## src/rtl/cswap_pkg.sv

```systemverilog
package cswap_pkg;

    typedef enum logic {
        MODE_B8 = 1'b0,
        MODE_B4 = 1'b1
    } lane_mode_e;

    localparam logic [7:0] MIN8 = 8'h80;
    localparam logic [3:0] MIN4 = 4'h8;

    // one 8-bit-part sample as it sits in the word (imag in upper byte)
    typedef struct packed {
        logic [7:0] im;
        logic [7:0] re;
    } cplx8_t;

    // its partner: real moves up, negated imag takes the low byte
    typedef struct packed {
        logic [7:0] re_hi;
        logic [7:0] nim_lo;
    } swp8_t;

    typedef struct packed {
        logic [3:0] im;
        logic [3:0] re;
    } cplx4_t;

    typedef struct packed {
        logic [3:0] re_hi;
        logic [3:0] nim_lo;
    } swp4_t;

    // lane-local negation, wraps within its own width
    function automatic logic [7:0] neg8(input logic [7:0] v);
        return 8'(8'd0 - v);
    endfunction

    function automatic logic [3:0] neg4(input logic [3:0] v);
        return 4'(4'd0 - v);
    endfunction

endpackage

```

## src/rtl/cswap_b8.sv

```systemverilog
module cswap_b8
    import cswap_pkg::*;
(
    input  cplx8_t smp,
    output swp8_t  res,
    output logic   minf
);

    always_comb begin
        res.re_hi  = smp.re;
        res.nim_lo = neg8(smp.im);
        minf       = (smp.im == MIN8);
    end

    // negated lane plus original wraps to zero inside the byte
    always_comb begin
        assert_b8_wrap_R2: assert (8'(res.nim_lo + smp.im) == 8'd0);
    end

endmodule

```

## src/rtl/cswap_b4.sv

```systemverilog
module cswap_b4
    import cswap_pkg::*;
(
    input  cplx4_t smp,
    output swp4_t  res,
    output logic   minf
);

    always_comb begin
        res.re_hi  = smp.re;
        res.nim_lo = neg4(smp.im);
        minf       = (smp.im == MIN4);
    end

    // nibble negation stays inside the nibble
    always_comb begin
        assert_b4_wrap_R2: assert (4'(res.nim_lo + smp.im) == 4'd0);
    end

endmodule

```

## src/rtl/cswap_unit.sv

```systemverilog
module cswap_unit
    import cswap_pkg::*;
#(
    parameter int WORD_W  = 32,
    parameter bit REG_OUT = 1'b1
) (
    input  logic                  clk,
    input  logic                  rst,
    input  logic                  in_valid,
    input  logic                  in_mode,
    input  logic [WORD_W-1:0]     in_word,
    output logic                  out_valid,
    output logic [WORD_W-1:0]     out_word,
    output logic [WORD_W/8-1:0]   out_minflag
);

    localparam int N8 = WORD_W / 16;
    localparam int N4 = WORD_W / 8;

    lane_mode_e          mode;
    logic [WORD_W-1:0]   word8, word4, word_c;
    logic [N8-1:0]       flag8;
    logic [N4-1:0]       flag4, flag_c;

    assign mode = lane_mode_e'(in_mode);

    for (genvar i = 0; i < N8; i++) begin : g_b8
        cswap_b8 u_b8 (
            .smp  (cplx8_t'(in_word[16*i +: 16])),
            .res  (word8[16*i +: 16]),
            .minf (flag8[i])
        );
    end

    for (genvar j = 0; j < N4; j++) begin : g_b4
        cswap_b4 u_b4 (
            .smp  (cplx4_t'(in_word[8*j +: 8])),
            .res  (word4[8*j +: 8]),
            .minf (flag4[j])
        );
    end

    always_comb begin
        if (mode == MODE_B4) begin
            word_c = word4;
            flag_c = flag4;
        end else begin
            word_c = word8;
            flag_c = '0;
            flag_c[N8-1:0] = flag8;
        end
    end

    if (REG_OUT) begin : g_reg
        always_ff @(posedge clk) begin
            if (rst) begin
                out_valid   <= 1'b0;
                out_word    <= '0;
                out_minflag <= '0;
            end else begin
                out_valid   <= in_valid;
                out_word    <= word_c;
                out_minflag <= flag_c;
            end
        end

        assert_valid_rise_R8: assert property (@(posedge clk) disable iff (rst)
            in_valid |=> out_valid);
        assert_valid_fall_R8: assert property (@(posedge clk) disable iff (rst)
            !in_valid |=> !out_valid);
        assert_b8_real_R1: assert property (@(posedge clk) disable iff (rst)
            (in_mode == 1'b0) |=> (out_word[15:8] == $past(in_word[7:0])
                                   && out_word[31:24] == $past(in_word[23:16])));
        assert_b8_min_R3: assert property (@(posedge clk) disable iff (rst)
            (in_mode == 1'b0 && in_word[15:8] == 8'h80) |=> (out_word[7:0] == 8'h80));
        assert_b4_real_R4: assert property (@(posedge clk) disable iff (rst)
            (in_mode == 1'b1) |=> (out_word[7:4] == $past(in_word[3:0])));
        assert_b4_min_R5: assert property (@(posedge clk) disable iff (rst)
            (in_mode == 1'b1 && in_word[7:4] == 4'h8) |=> (out_word[3:0] == 4'h8));
        assert_b8_flag_hi_R6: assert property (@(posedge clk) disable iff (rst)
            (in_mode == 1'b0) |=> (out_minflag[3:2] == 2'b00));
        assert_b4_flag_R7: assert property (@(posedge clk) disable iff (rst)
            (in_mode == 1'b1 && in_word[31:28] == 4'h8) |=> out_minflag[3]);
    end else begin : g_comb
        assign out_valid   = in_valid;
        assign out_word    = word_c;
        assign out_minflag = flag_c;
    end

endmodule

```

## config.mk

```make
export PLATFORM = sky130hd
export DESIGN_NAME = cswap_unit
export DESIGN_NICKNAME = d
export VERILOG_FILES = /design/src/rtl/cswap_pkg.sv /design/src/rtl/cswap_b8.sv /design/src/rtl/cswap_b4.sv /design/src/rtl/cswap_unit.sv
export SDC_FILE = /design/constraint.sdc
export NUM_CORES = 1
export LEC_CHECK = 0
export BUFFER_PORTS_ARGS = -buffer_cell sky130_fd_sc_hd__buf_2
export CAP_MARGIN = 40
export CORE_ASPECT_RATIO = 1.5
export CORE_MARGIN = 2
export CORE_UTILIZATION = 35
export CTS_BUF_LIST = sky130_fd_sc_hd__clkbuf_8
export DETAILED_ROUTE_END_ITERATION = 12
export PLACE_DENSITY = 0.71
export SLEW_MARGIN = 40
export SYNTH_ARGS = -nofsm -noshare
export SYNTH_HDL_FRONTEND = slang
export SYNTH_SLANG_ARGS = --single-unit
export TNS_END_PERCENT = 1
```

## constraint.sdc

```tcl
create_clock -name clk -period 1.45 [get_ports clk]
set_input_delay 0.0725 -clock clk [delete_from_list [all_inputs] [get_ports clk]]
set_output_delay 0.0725 -clock clk [all_outputs]
set_load 0.01 [all_outputs]
```

Word-level counts from Yosys, hierarchy flattened
Index checks and enable logic that the tools add are counted.

Register bits after elaboration: 37. Output and inout bits: 37. Input bits: 36. Word-level logic and storage cells: 20.

Bitwise gates (word level): 1. Equal/unequal tests: 6. $add $sub $neg: 6. Reductions and logical operators: 1. Multiplexer cells: 2.

Operator list (number): 32-bit 2-to-1 mux (1); 4-bit equality test, second input constant (4); 8-bit equality test, second input constant (2); 1-bit by 4-bit subtractor with 4-bit output, first input constant (4); 1-bit by 8-bit subtractor with 8-bit output, first input constant (2); 2-bit 2-to-1 mux (1); 2-bit OR reduction (1); 1-bit inverter (1).

Logic depth before layout (Yosys ltp)
Depth in word-level cells: 2. Depth in mapped cells: 5. Mapped depth without buffers: 5.

Modules after synthesis
Synthesis repeated with hierarchy kept, for this count alone.

Cell total of the unflattened synthesis: 222. Area, all modules: 2105.8 um2.

By module, submodules not included: cswap_unit (instances 1, area an instance 1322.5 um2, cells each 116, sequential area each 740.7 um2); cswap_b8 (instances 2, area an instance 206.4 um2, cells each 27, sequential area each 0.0 um2); cswap_b4 (instances 4, area an instance 92.6 um2, cells each 13, sequential area each 0.0 um2).

Worst setup path before layout
No wires, ideal clock.

Path kind: input port to flip-flop. From: in in_word[24]. To: reg out_minflag[1]. Stages: 5. Required time: 1.380 ns. Arrival: 1.115 ns. Buffers on the path: 0. Setup time: 0.070 ns. Slack: 0.265 ns. Cells stage by stage: inv_1 ha_1 or3b_1 or3_1 a21oi_1.

Longest elaborated chain between the ends: 2.

Ends and longest elaborated chain: start: declaration (RTL line cswap_unit.sv:11) `input logic [WORD_W-1:0] in_word,`; 8-bit equality test (RTL line cswap_b8.sv:12) `minf = (smp.im == MIN8);`; 2-bit 2-to-1 mux (RTL line cswap_unit.sv:44) `if (mode == MODE_B4) begin`; end signal: assignment (RTL line cswap_unit.sv:63) `out_minflag <= flag_c;`; end: declaration (RTL line cswap_unit.sv:14) `output logic [WORD_W/8-1:0] out_minflag`.

No other way between the ends. A chain may end at the register's enable or synchronous reset.

Worst setup path in the final report
From: in in_word[25]. To: reg out_minflag[1].

The elaborated chain is that of the path after synthesis.

==> results.toml <==
[logic_synthesis]
yosysWarnings = 0
avgSynthCellArea_um2 = 9.43
synth_seq_cells = 37
async_flop_share_pct = 0
syn_area_mm2 = 0.00172
synth_edf_count = 0
synthDistinctLibCells = 33
synth_top_cell_area_share_pct = 43.2
synth_cells = 182
synthFlopType = "dfxtp_1"
syn-num-nets = 224
yosysTopAreaCell = "dfxtp_1"
ys_seq_area_share_pct = 43.2
synth_area_leaders = "dfxtp_1 43%, mux2i_1 12%, nor2_1 5.5%, ha_1 4.4%, xnor2_1 4.1%"

[detailed_routing]
postRouteAntennaNets = 0
finalWirelength_um = 4000
first_pass_iters = 4
drcViolationCount = 0
wl_per_cell_um = 12.0
dr_total_vias = 1540
drt-initial-drc-count = 19
vias_per_cell = 4.64

[setup_path]
cp-end-kind = "flip-flop"
cp_max_fo = 4
crit_arrival_ns = 1.34
cp.required_ns = 1.67
critPathKind = "in2reg"
start_kind = "input pin"

[power_and_ir_drop]
irDropWorstVdd_mv = 0.393
p_leak_nw = 1.15
p_sw_share_pct = 24.7
p_switching_uw = 605
internal-power_mw = 1.85
combPwrFrac_pct = 17.6
power.density_mw_per_mm2 = 1050
clockPowerShare_pct = 37.6
p_seq_share_pct = 44.8

[timing]
post-route-min-period_ns = 1.13
rsz0062_at_grt = "no"
slew_violations = 0
tns_ns = 0
fmax_ghz = 0.889
finalHoldViolCount = 0
tightestPinTransition_ns = 0.388
setup_viol = 0
min_period_over_period_pct = 77.6
holdWs_ns = 0.0287
slew_headroom_pct = 73.5

[floorplanning]
die_w_um = 61.2
dieArea_mm2 = 0.00549
coreArea_mm2 = 0.00477
io_pins = 73
initial_core_util_pct = 36.0
fp-row-count = 31
die_y_um = 89.7

[global_routing]
track_usage_pct = 15.9
grt_pass1_wl_um = 6790
grt-ovfl-total = 0
grt_max_degree = 15
antenna_found_initial = 0
grt_pass1_vias = 1580

[placed_design]
gp_congestion = 0.836
dp_hpwl_um = 3140
portBuffers = 72

[layout]
multiInputGateArea_um2 = 886
final_nets = 307
fill_cells = 471
regArea_um2 = 741
diodes = 0
area_growth_pct = 36.7
drive_gt1_share_pct = 35.7

[status]
status = "finished, final reports clean"

[clock_tree]
cts_max_path_buffers = 2
cts.root.buffer_cell = "clkbuf_8"
post_cts_resized = 0
cts_tree = "built"
clk_pin_slew_worst_paths_ns = 0.08
cts_inserted_buffers = 5
htree_levels = 2
cts_sinks = 37

[min_path]
hold_class = "in2reg"

[flow_run]
maxCapViolations = 0
[per-layer routing]
metal,share of wire [%],track usage (%),wire (um)
met5,0,0,0
met4,1.9,6.52,74
met3,4.8,4.03,192
met2,52,26.1,2090
met1,41,18.9,1640
[worst max-delay path, cell delays in order]
cell     delay (ns)
buf_2          0.12
inv_1          0.05
ha_1           0.20
or3b_1         0.39
or3_1          0.35
a21oi_1        0.15
[worst paths after layout]
check                  startpoint                         to  depth (start not counted)  slack (ns)
worst max-delay path  in_word[25]  out_minflag[1]$_SDFF_PP0_                          6        0.32
worst min-delay path   in_word[1]     out_word[9]$_SDFF_PP0_                          3        0.03
[metrics by stage]
step,setup slack [ns],total power [mW],instance area [um^2],cells,util (%)
6_report,0.325,2.45,2340,332,49.1
5_1_grt,0.217,2.58,2340,332,49.1
3_3_place_gp,0.106,1.55,2200,322,46.2
3_5_place_dp,0.0562,1.55,2200,322,46.2
2_1_floorplan,0.265,1.36,1720,182,-
4_1_cts,0.337,2.48,2340,332,49.1
[cell families after synthesis]
kind of cell | Yosys count | share of synthesized area (%)
simple gates | 64 | 19.4
flops | 37 | 43.2
buf+inv | 22 | 5.18
compound gates | 21 | 10.1
mux | 20 | 11.7
xor+xnor | 12 | 6.13
fa+ha+maj | 6 | 4.38
[layout by cell type (no fill, tap or decap), types with 3 or more instances in the layout]
master,n
inv_1,12
mux2i_1,20
xnor2_1,8
nor2_1,25
a311o_1,4
buf_4,12
nor3_1,6
a2111oi_0,4
xor2_1,4
nand2_1,12
dfxtp_1,37
o22ai_1,4
ha_1,6
clkbuf_8,6
or3_1,3
nand2b_1,3
buf_2,72
nor3b_1,5
[power groups by stage]
stage	combinational [mW]	sequential (mW)	clock, mW
3_5_place_dp	0.431	1.12	0
2_1_floorplan	0.196	1.16	0
6_report	0.433	1.10	0.921
5_1_grt	0.487	1.11	0.985
4_1_cts	0.438	1.10	0.947
3_3_place_gp	0.425	1.12	0
[cells in the mapped netlist, types with 4 or more instances]
library cell	n
dfxtp_1	37
nor2_1	25
mux2i_1	20
inv_1	12
nand2_1	12
xnor2_1	8
ha_1	6
nor3_1	6
buf_2	5
nor3b_1	5
a2111oi_0	4
a311o_1	4
o22ai_1	4
xor2_1	4
[layout make-up]
cell class	count	share of cell area (%)
clock buffer	6	3.52
clock inverter	2	1.60
inverter	12	1.92
multi-input combinational	123	37.8
sequential	37	31.6
tap	66	3.52
timing repair buffer	86	20.1
[repair_timing]
action                                  4_1_cts  5_1_grt
endpoints found under the hold margin         2        0
endpoints found under the setup margin        0        0
setup buffers                                 0        0
hold buffers                                  2        0
[registers in the layout, summed over array words and instances, names as in the netlist]
name / cells
out_word: 32
out_minflag: 4
out_valid: 1
Power figures use the tool's default switching activity.
